[src/rtl/hsdma_pkg.sv]
package hsdma_pkg;
    localparam int REG_W  = 32;
    localparam int LINE_W = 4;

    // writable control bits; status bits are clear-only
    localparam logic [REG_W-1:0] CTRL_WMASK = 32'h0F3F_77FF;
    localparam logic [REG_W-1:0] STS_MASK   = 32'h0000_0012;

    localparam int CB_EN = 0, CB_FIN = 1, CB_ERR = 4;

    typedef enum logic [2:0] {
        S_IDLE, S_WAIT_REQ, S_RD_ADDR, S_RD_DATA, S_WRITE, S_CYCLE_END
    } hsdma_state_e;

    typedef struct packed {
        logic [LINE_W-1:0] src_line;
        logic [1:0]        width;
        logic [LINE_W-1:0] dst_line;
        logic [2:0]        dst_step;
        logic [2:0]        src_step;
        logic              dst_mem;
        logic              src_mem;
        logic              err_ie;
        logic              err;
        logic              burst;
        logic              fin_ie;
        logic              fin;
        logic              en;
    } hsdma_cfg_t;
endpackage

[src/rtl/hsdma_addr_step.sv]
module hsdma_addr_step #(
    parameter int ADDR_W = 32
) (
    input  logic [ADDR_W-1:0] addr,
    input  logic [2:0]        code,
    output logic [ADDR_W-1:0] next
);
    logic [ADDR_W-1:0] mag;

    always_comb begin
        unique case (code[1:0])
            2'b01:   mag = ADDR_W'(1);
            2'b10:   mag = ADDR_W'(2);
            2'b11:   mag = ADDR_W'(4);
            default: mag = '0;
        endcase
        next = code[2] ? addr - mag : addr + mag;
    end
endmodule

[src/rtl/hsdma_regs.sv]
module hsdma_regs
    import hsdma_pkg::*;
#(
    parameter int ADDR_W = 32,
    parameter int CNT_W  = 24
) (
    input  logic              clk,
    input  logic              rst_n,
    input  logic              sw_we,
    input  logic [1:0]        sw_idx,
    input  logic [REG_W-1:0]  sw_wdata,
    output logic [REG_W-1:0]  sw_rdata,
    input  logic              hw_step,
    input  logic [ADDR_W-1:0] src_next,
    input  logic [ADDR_W-1:0] dst_next,
    input  logic              hw_cnt_dec,
    input  logic              hw_set_fin,
    input  logic              hw_set_err,
    input  logic              hw_clr_en,
    output logic [ADDR_W-1:0] src_addr,
    output logic [ADDR_W-1:0] dst_addr,
    output logic [CNT_W-1:0]  count,
    output hsdma_cfg_t        cfg
);
    logic [REG_W-1:0] ctrl_q, ctrl_d;

    always_comb begin
        ctrl_d = ctrl_q;
        if (sw_we && sw_idx == 2'd3)
            ctrl_d = (sw_wdata & CTRL_WMASK & ~STS_MASK) | (ctrl_q & sw_wdata & STS_MASK);
        if (hw_set_fin) ctrl_d[CB_FIN] = 1'b1;
        if (hw_set_err) ctrl_d[CB_ERR] = 1'b1;
        if (hw_clr_en)  ctrl_d[CB_EN]  = 1'b0;
    end

    always_ff @(posedge clk or negedge rst_n) begin
        if (!rst_n) begin
            ctrl_q   <= '0;
            src_addr <= '0;
            dst_addr <= '0;
            count    <= '0;
        end else begin
            ctrl_q <= ctrl_d;
            if (sw_we && sw_idx == 2'd0)  src_addr <= sw_wdata[ADDR_W-1:0];
            else if (hw_step)             src_addr <= src_next;
            if (sw_we && sw_idx == 2'd1)  dst_addr <= sw_wdata[ADDR_W-1:0];
            else if (hw_step)             dst_addr <= dst_next;
            if (sw_we && sw_idx == 2'd2)  count <= sw_wdata[CNT_W-1:0];
            else if (hw_cnt_dec)          count <= count - 1'b1;
        end
    end

    always_comb begin
        sw_rdata = '0;
        unique case (sw_idx)
            2'd0: sw_rdata[ADDR_W-1:0] = src_addr;
            2'd1: sw_rdata[ADDR_W-1:0] = dst_addr;
            2'd2: sw_rdata[CNT_W-1:0]  = count;
            default: sw_rdata = ctrl_q;
        endcase
    end

    always_comb begin
        cfg.en       = ctrl_q[0];
        cfg.fin      = ctrl_q[1];
        cfg.fin_ie   = ctrl_q[2];
        cfg.burst    = ctrl_q[3];
        cfg.err      = ctrl_q[4];
        cfg.err_ie   = ctrl_q[5];
        cfg.src_mem  = ctrl_q[6];
        cfg.dst_mem  = ctrl_q[7];
        cfg.src_step = ctrl_q[10:8];
        cfg.dst_step = ctrl_q[14:12];
        cfg.dst_line = ctrl_q[19:16];
        cfg.width    = ctrl_q[21:20];
        cfg.src_line = ctrl_q[27:24];
    end
endmodule

[src/rtl/hsdma_fsm.sv]
module hsdma_fsm
    import hsdma_pkg::*;
#(
    parameter int DATA_W      = 32,
    parameter int BURST_BEATS = 4
) (
    input  logic                   clk,
    input  logic                   rst_n,
    input  logic                   en,
    input  logic                   burst,
    input  logic [LINE_W-1:0]      src_line,
    input  logic [LINE_W-1:0]      dst_line,
    input  logic                   cnt_is_zero,
    input  logic                   cnt_is_one,
    input  logic [(1<<LINE_W)-1:0] req_in,
    input  logic                   rd_ready,
    input  logic                   rd_rvalid,
    input  logic                   rd_rerr,
    input  logic [DATA_W-1:0]      rd_rdata,
    input  logic                   wr_ready,
    input  logic                   wr_err,
    output logic                   rd_valid,
    output logic                   wr_valid,
    output logic [DATA_W-1:0]      wr_data,
    output logic                   hw_step,
    output logic                   hw_cnt_dec,
    output logic                   hw_set_fin,
    output logic                   hw_set_err,
    output logic                   hw_clr_en,
    output logic [(1<<LINE_W)-1:0] grant
);
    localparam int NLINES = 1 << LINE_W;
    localparam int BEAT_W = (BURST_BEATS > 1) ? $clog2(BURST_BEATS) : 1;

    hsdma_state_e      state_q, state_d;
    logic [BEAT_W-1:0] beat_q;
    logic              last_beat, req_ok;

    assign last_beat = !burst || (beat_q == BEAT_W'(BURST_BEATS - 1));
    assign req_ok    = (src_line == '0 || req_in[src_line]) &&
                       (dst_line == '0 || req_in[dst_line]);

    always_ff @(posedge clk or negedge rst_n) begin
        if (!rst_n) state_q <= S_IDLE;
        else        state_q <= state_d;
    end

    always_ff @(posedge clk or negedge rst_n) begin
        if (!rst_n) begin
            beat_q  <= '0;
            wr_data <= '0;
        end else begin
            if (state_q == S_WAIT_REQ)
                beat_q <= '0;
            else if (state_q == S_WRITE && wr_ready && !wr_err && !last_beat)
                beat_q <= beat_q + 1'b1;
            if (state_q == S_RD_DATA && rd_rvalid)
                wr_data <= rd_rdata;
        end
    end

    always_comb begin
        state_d = state_q;
        unique case (state_q)
            S_IDLE:      if (en && !cnt_is_zero) state_d = S_WAIT_REQ;
            S_WAIT_REQ:  if (!en) state_d = S_IDLE;
                         else if (req_ok) state_d = S_RD_ADDR;
            S_RD_ADDR:   if (rd_ready) state_d = S_RD_DATA;
            S_RD_DATA:   if (rd_rvalid) state_d = rd_rerr ? S_IDLE : S_WRITE;
            S_WRITE:     if (wr_ready) begin
                             if (wr_err)         state_d = S_IDLE;
                             else if (last_beat) state_d = S_CYCLE_END;
                             else if (!en)       state_d = S_IDLE;
                             else                state_d = S_RD_ADDR;
                         end
            S_CYCLE_END: if (cnt_is_one || !en) state_d = S_IDLE;
                         else state_d = S_WAIT_REQ;
            default:     state_d = S_IDLE;
        endcase
    end

    always_comb begin
        rd_valid   = 1'b0;
        wr_valid   = 1'b0;
        hw_step    = 1'b0;
        hw_cnt_dec = 1'b0;
        hw_set_fin = 1'b0;
        hw_set_err = 1'b0;
        hw_clr_en  = 1'b0;
        grant      = '0;
        unique case (state_q)
            S_IDLE: if (en && cnt_is_zero) begin
                hw_set_fin = 1'b1;
                hw_clr_en  = 1'b1;
            end
            S_RD_ADDR: rd_valid = 1'b1;
            S_RD_DATA: if (rd_rvalid && rd_rerr) begin
                hw_set_err = 1'b1;
                hw_clr_en  = 1'b1;
            end
            S_WRITE: begin
                wr_valid = 1'b1;
                if (wr_ready && wr_err) begin
                    hw_set_err = 1'b1;
                    hw_clr_en  = 1'b1;
                end else if (wr_ready) begin
                    hw_step = 1'b1;
                end
            end
            S_CYCLE_END: begin
                hw_cnt_dec = 1'b1;
                if (cnt_is_one) begin
                    hw_set_fin = 1'b1;
                    hw_clr_en  = 1'b1;
                end
                for (int l = 1; l < NLINES; l++)
                    grant[l] = (LINE_W'(l) == src_line) || (LINE_W'(l) == dst_line);
            end
            default: ;
        endcase
    end
endmodule

[src/rtl/hsdma_channel.sv]
module hsdma_channel
    import hsdma_pkg::*;
#(
    parameter int ADDR_W      = 32,
    parameter int DATA_W      = 32,
    parameter int CNT_W       = 24,
    parameter int BURST_BEATS = 4
) (
    input  logic              clk,
    input  logic              rst_n,
    input  logic              reg_we,
    input  logic [1:0]        reg_idx,
    input  logic [31:0]       reg_wdata,
    output logic [31:0]       reg_rdata,
    output logic              rd_valid,
    input  logic              rd_ready,
    output logic [ADDR_W-1:0] rd_addr,
    output logic              rd_mem_sel,
    output logic [1:0]        rd_size,
    input  logic              rd_rvalid,
    input  logic [DATA_W-1:0] rd_rdata,
    input  logic              rd_rerr,
    output logic              wr_valid,
    input  logic              wr_ready,
    output logic [ADDR_W-1:0] wr_addr,
    output logic              wr_mem_sel,
    output logic [1:0]        wr_size,
    output logic [DATA_W-1:0] wr_data,
    input  logic              wr_err,
    input  logic [15:0]       req_in,
    output logic [15:0]       grant_out,
    output logic              irq
);
    hsdma_cfg_t        cfg;
    logic [ADDR_W-1:0] src_addr, dst_addr;
    logic [CNT_W-1:0]  count;
    logic              hw_step, hw_cnt_dec, hw_set_fin, hw_set_err, hw_clr_en;
    logic [ADDR_W-1:0] cur_a  [2];
    logic [ADDR_W-1:0] nxt_a  [2];
    logic [2:0]        code_a [2];
    logic [1:0]        size_code;

    hsdma_regs #(.ADDR_W(ADDR_W), .CNT_W(CNT_W)) u_regs (
        .clk(clk), .rst_n(rst_n),
        .sw_we(reg_we), .sw_idx(reg_idx), .sw_wdata(reg_wdata), .sw_rdata(reg_rdata),
        .hw_step(hw_step), .src_next(nxt_a[0]), .dst_next(nxt_a[1]),
        .hw_cnt_dec(hw_cnt_dec), .hw_set_fin(hw_set_fin),
        .hw_set_err(hw_set_err), .hw_clr_en(hw_clr_en),
        .src_addr(src_addr), .dst_addr(dst_addr), .count(count), .cfg(cfg)
    );

    assign cur_a[0]  = src_addr;
    assign cur_a[1]  = dst_addr;
    assign code_a[0] = cfg.src_step;
    assign code_a[1] = cfg.dst_step;

    for (genvar s = 0; s < 2; s++) begin : g_side
        hsdma_addr_step #(.ADDR_W(ADDR_W)) u_step (
            .addr(cur_a[s]), .code(code_a[s]), .next(nxt_a[s])
        );
    end

    hsdma_fsm #(.DATA_W(DATA_W), .BURST_BEATS(BURST_BEATS)) u_fsm (
        .clk(clk), .rst_n(rst_n),
        .en(cfg.en), .burst(cfg.burst),
        .src_line(cfg.src_line), .dst_line(cfg.dst_line),
        .cnt_is_zero(count == '0), .cnt_is_one(count == CNT_W'(1)),
        .req_in(req_in),
        .rd_ready(rd_ready), .rd_rvalid(rd_rvalid), .rd_rerr(rd_rerr), .rd_rdata(rd_rdata),
        .wr_ready(wr_ready), .wr_err(wr_err),
        .rd_valid(rd_valid), .wr_valid(wr_valid), .wr_data(wr_data),
        .hw_step(hw_step), .hw_cnt_dec(hw_cnt_dec), .hw_set_fin(hw_set_fin),
        .hw_set_err(hw_set_err), .hw_clr_en(hw_clr_en), .grant(grant_out)
    );

    assign size_code  = (cfg.width == 2'b11) ? 2'b00 : cfg.width;
    assign rd_size    = size_code;
    assign wr_size    = size_code;
    assign rd_addr    = src_addr;
    assign wr_addr    = dst_addr;
    assign rd_mem_sel = cfg.src_mem;
    assign wr_mem_sel = cfg.dst_mem;
    assign irq        = (cfg.fin & cfg.fin_ie) | (cfg.err & cfg.err_ie);
endmodule

[config.mk]
export PLATFORM = sky130hd
export DESIGN_NAME = hsdma_channel
export DESIGN_NICKNAME = d
export VERILOG_FILES = /design/src/rtl/hsdma_pkg.sv /design/src/rtl/hsdma_addr_step.sv /design/src/rtl/hsdma_regs.sv /design/src/rtl/hsdma_fsm.sv /design/src/rtl/hsdma_channel.sv
export SDC_FILE = /design/constraint.sdc
export NUM_CORES = 1
export LEC_CHECK = 0
export BUFFER_PORTS_ARGS = -buffer_cell sky130_fd_sc_hd__buf_2
export CAP_MARGIN = 20
export CORE_MARGIN = 1.5
export CORE_UTILIZATION = 25
export CTS_CLUSTER_DIAMETER = 150
export CTS_CLUSTER_SIZE = 14
export DETAILED_ROUTE_END_ITERATION = 6
export SLEW_MARGIN = 5
export SYNTH_ARGS = -nofsm -noshare
export SYNTH_HDL_FRONTEND = slang
export SYNTH_SLANG_ARGS = --single-unit
export TNS_END_PERCENT = 10
[constraint.sdc]
create_clock -name clk -period 8.8 [get_ports clk]
set_clock_uncertainty 0.05 [all_clocks]
set_input_delay 1.76 -clock clk [delete_from_list [all_inputs] [get_ports clk]]
set_output_delay 1.76 -clock clk [all_outputs]
set_load 0.005 [all_outputs]
==> out/qor.csv <==
stage,metric,value,unit
run,cap_violations,0,
clocking,holdBufCountCts,0,
global_route,first_global_vias,10500,
floorplanning,io_pins,243,
timing,fin_crit_sh,58.1,%
timing,finalCriticalPeriod,5.11,ns
logic_synthesis,syn_area,0.0114,sq mm
global_route,antenna_found_initial,6,
timing,hold_viol,0,
clocking,cts_tree,yes,
finish,fillers,4758,
clocking,clk_path_buf_depth,2,
power_and_ir_drop,ir_drop,0.000123,V
finish,seq_area,0.00373,sq mm
clocking,post_cts_buffers,0,
placement,place_hpwl,30100,um
logic_synthesis,syn_area_per_cell,8.58,sq um
floorplanning,die_h,217,um
route,drt_wl_total,39200,um
placement,dp_cells,2108,
hold_path,min_from,u_fsm.wr_data[0],
critical_path,crit_type,in2out,
timing,grt_setup_unrepaired,no,
finish,multi_input_area,0.00730,sq mm
finish,fin_area,0.0137,sq mm
logic_synthesis,synth.distinct_cells,77,
critical_path,start_kind,primary input,
finish,syn_to_final_growth,20.4,%
timing,worst_slew_pin_slew,0.964,ns
timing,slew_headroom,35.7,%
run_status,outcome,"finished, final reports clean",
timing,clock.fmax,196,MHz
route,ant_nets,0,
route,vias,10800,
clocking,numClockSinks,149,
route,drc,0,
logic_synthesis,synth_fp_nets,1503,
critical_path,crit_path_start,reg_idx[1],
floorplanning,initial_core_util,25.3,%
global_route,grt_usage,16.5,%
global_route,grt_max_degree,94,
floorplanning,dieArea,0.0470,sq mm
power_and_ir_drop,leakagePower,6.18,nW
route,drtIter0Drc,697,
floorplanning,num_rows,78,
logic_synthesis,ys.flop_type,dfrtp_1,
critical_path,r2r-start,u_regs.ctrl_q[12],
floorplanning,floorplan.core_area,0.0452,sq mm
logic_synthesis,yosysSeqAreaShare,32.6,%
timing,hold_slack,0.423,ns
timing,slew_viol_final,0,
clocking,htreeDepth,4,
critical_path,crit_fanout,40,
finish,fin_nets,1699,
placement,placed_area,0.0132,sq mm
clocking,cts_resized,0,
logic_synthesis,synth_edf_count,0,
clocking,clk_latency,0.45,ns
route,vias_per_cell,5.02,
clocking,root_buffer,clkbuf_16,
power_and_ir_drop,power,3.70,mW
clocking,cts.clk_slew.worst_paths,0.07,ns
critical_path,critPathArrivalTime,3.30,ns
critical_path,end_kind,output port,
global_route,grt.overflow.total,0,
placement,io_buffers,240,
placement,gp_congestion,0.847,
finish,final_cells,2143,
global_route,grt_first_pass_wirelength,60700,um
logic_synthesis,yosys_warnings,0,
finish,final_cell_mix,"buf_2, nand2_1, dfrtp_1",
route,post_drt_wl_per_cell,18.3,um
clocking,cts_buffers,17,
logic_synthesis,ys_async_sr_fraction,100,%
timing,setup_viol,0,
hold_path,hold_class,reg2reg,
finish,drive_gt1_share,24.4,%
finish,final_common_cell,buf_2,
logic_synthesis,synth_seq_cells,149,
route,dr.pass1.iters,5,
logic_synthesis,syn_inst,1331,
timing,tns,0,ns
critical_path,required,6.99,ns
floorplanning,die-width,217,um
power_and_ir_drop,p_per_area,269,mW/mm^2
## logic make-up (layout without fill, tap and decap cells)
group	Yosys count	in the layout	share of synthesized area [%]
fa+ha+maj	82	82	9.11
flops	149	149	32.6
xor+xnor	73	73	5.66
other cells	1	4	0.0328
buf+inv	100	309	3.48
compound gates	358	358	19.4
simple gates	494	494	19.8
mux	74	74	9.86
## stage by stage
step	utilization (%)	setup WS [ns]
after global routing	30.4	3.55
after CTS	30.4	3.65
final	30.4	3.69
after detailed placement	29.1	3.65
after floorplan	-	3.72
after global placement	29.1	3.65
## flip-flops by register name (all words and copies together), names as in the netlist
name             flops
u_regs.ctrl_q       24
u_fsm.wr_data       32
u_regs.dst_addr     32
u_regs.src_addr     32
u_regs.count        24
u_fsm.beat_q         2
u_fsm.state_q        3
## Yosys cell counts (4+ instances only)
| cell | number | area [sq um] |
|---|---|---|
| mux4_2 | 28 | 631 |
| o21ai_0 | 85 | 425 |
| nand4_1 | 15 | 93.8 |
| xnor2_1 | 52 | 455 |
| nand2b_1 | 10 | 62.6 |
| nor3_1 | 21 | 105 |
| a22o_1 | 5 | 43.8 |
| ha_1 | 80 | 1000 |
| nand2_1 | 206 | 773 |
| and3_1 | 10 | 62.6 |
| o21a_1 | 4 | 30.0 |
| a21o_1 | 32 | 240 |
| a211oi_1 | 13 | 97.6 |
| or3_1 | 8 | 50.1 |
| dfrtp_1 | 149 | 3730 |
| nand3_1 | 31 | 155 |
| nor4_1 | 10 | 62.6 |
| xor2_1 | 20 | 175 |
| o21bai_1 | 10 | 75.1 |
| mux2i_1 | 18 | 180 |
| or2_2 | 9 | 56.3 |
| and2_1 | 4 | 25.0 |
| a22oi_1 | 11 | 82.6 |
| o31ai_1 | 5 | 37.5 |
| inv_1 | 26 | 97.6 |
| clkbuf_1 | 56 | 210 |
| o21ai_2 | 4 | 35.0 |
| mux2_2 | 28 | 315 |
| a21oi_1 | 135 | 676 |
| buf_1 | 11 | 41.3 |
| nor2b_1 | 21 | 131 |
| nor2_1 | 127 | 477 |
| a31oi_1 | 19 | 119 |
## critical path, stage by stage
cell and delay [ns]:
buf_2 0.72, nor2b_1 0.30, nand2_1 0.14, o21ai_0 0.17
buf_2 0.20
## layout make-up
class	count	share of cell area, %
inverter	26	0.710
clock inverter	14	0.956
tap	600	5.46
sequential	149	27.1
antenna	3	0.0546
timing repair buffer	251	9.38
multi-input combinational	1082	53.1
clock buffer	18	3.19
## final timing paths
check,endpoint,slack (ns),depth (start not counted)
setup / recovery,reg_rdata[15],3.69,5
hold / removal,u_fsm.wr_data[0],0.42,2
setup reg to reg,u_regs.dst_addr[30],4.27,16
hold reg to reg,u_fsm.wr_data[0],0.42,2
max in group asynchronous,u_regs.dst_addr[13],5.97,2
min in group asynchronous,u_regs.dst_addr[6],1.37,1
## metal layers
metal | up-vias | share of wire (%) | GRT usage (%)
met4 | 6 | 2.5 | 5.30
met2 | 299 | 47 | 27.0
li1 | 5179 | - | -
met3 | 51 | 6.4 | 4.05
met1 | 5223 | 44 | 21.5
met5 | - | 0.087 | 0
## where the power goes
part,internal [mW],switching (mW),total (mW),leakage [nW]
clock network,0.383,0.354,0.737,0.279
logic,0.836,1.02,1.86,4.13
registers,0.862,0.245,1.11,1.77
(Power assumes the default switching activity.)
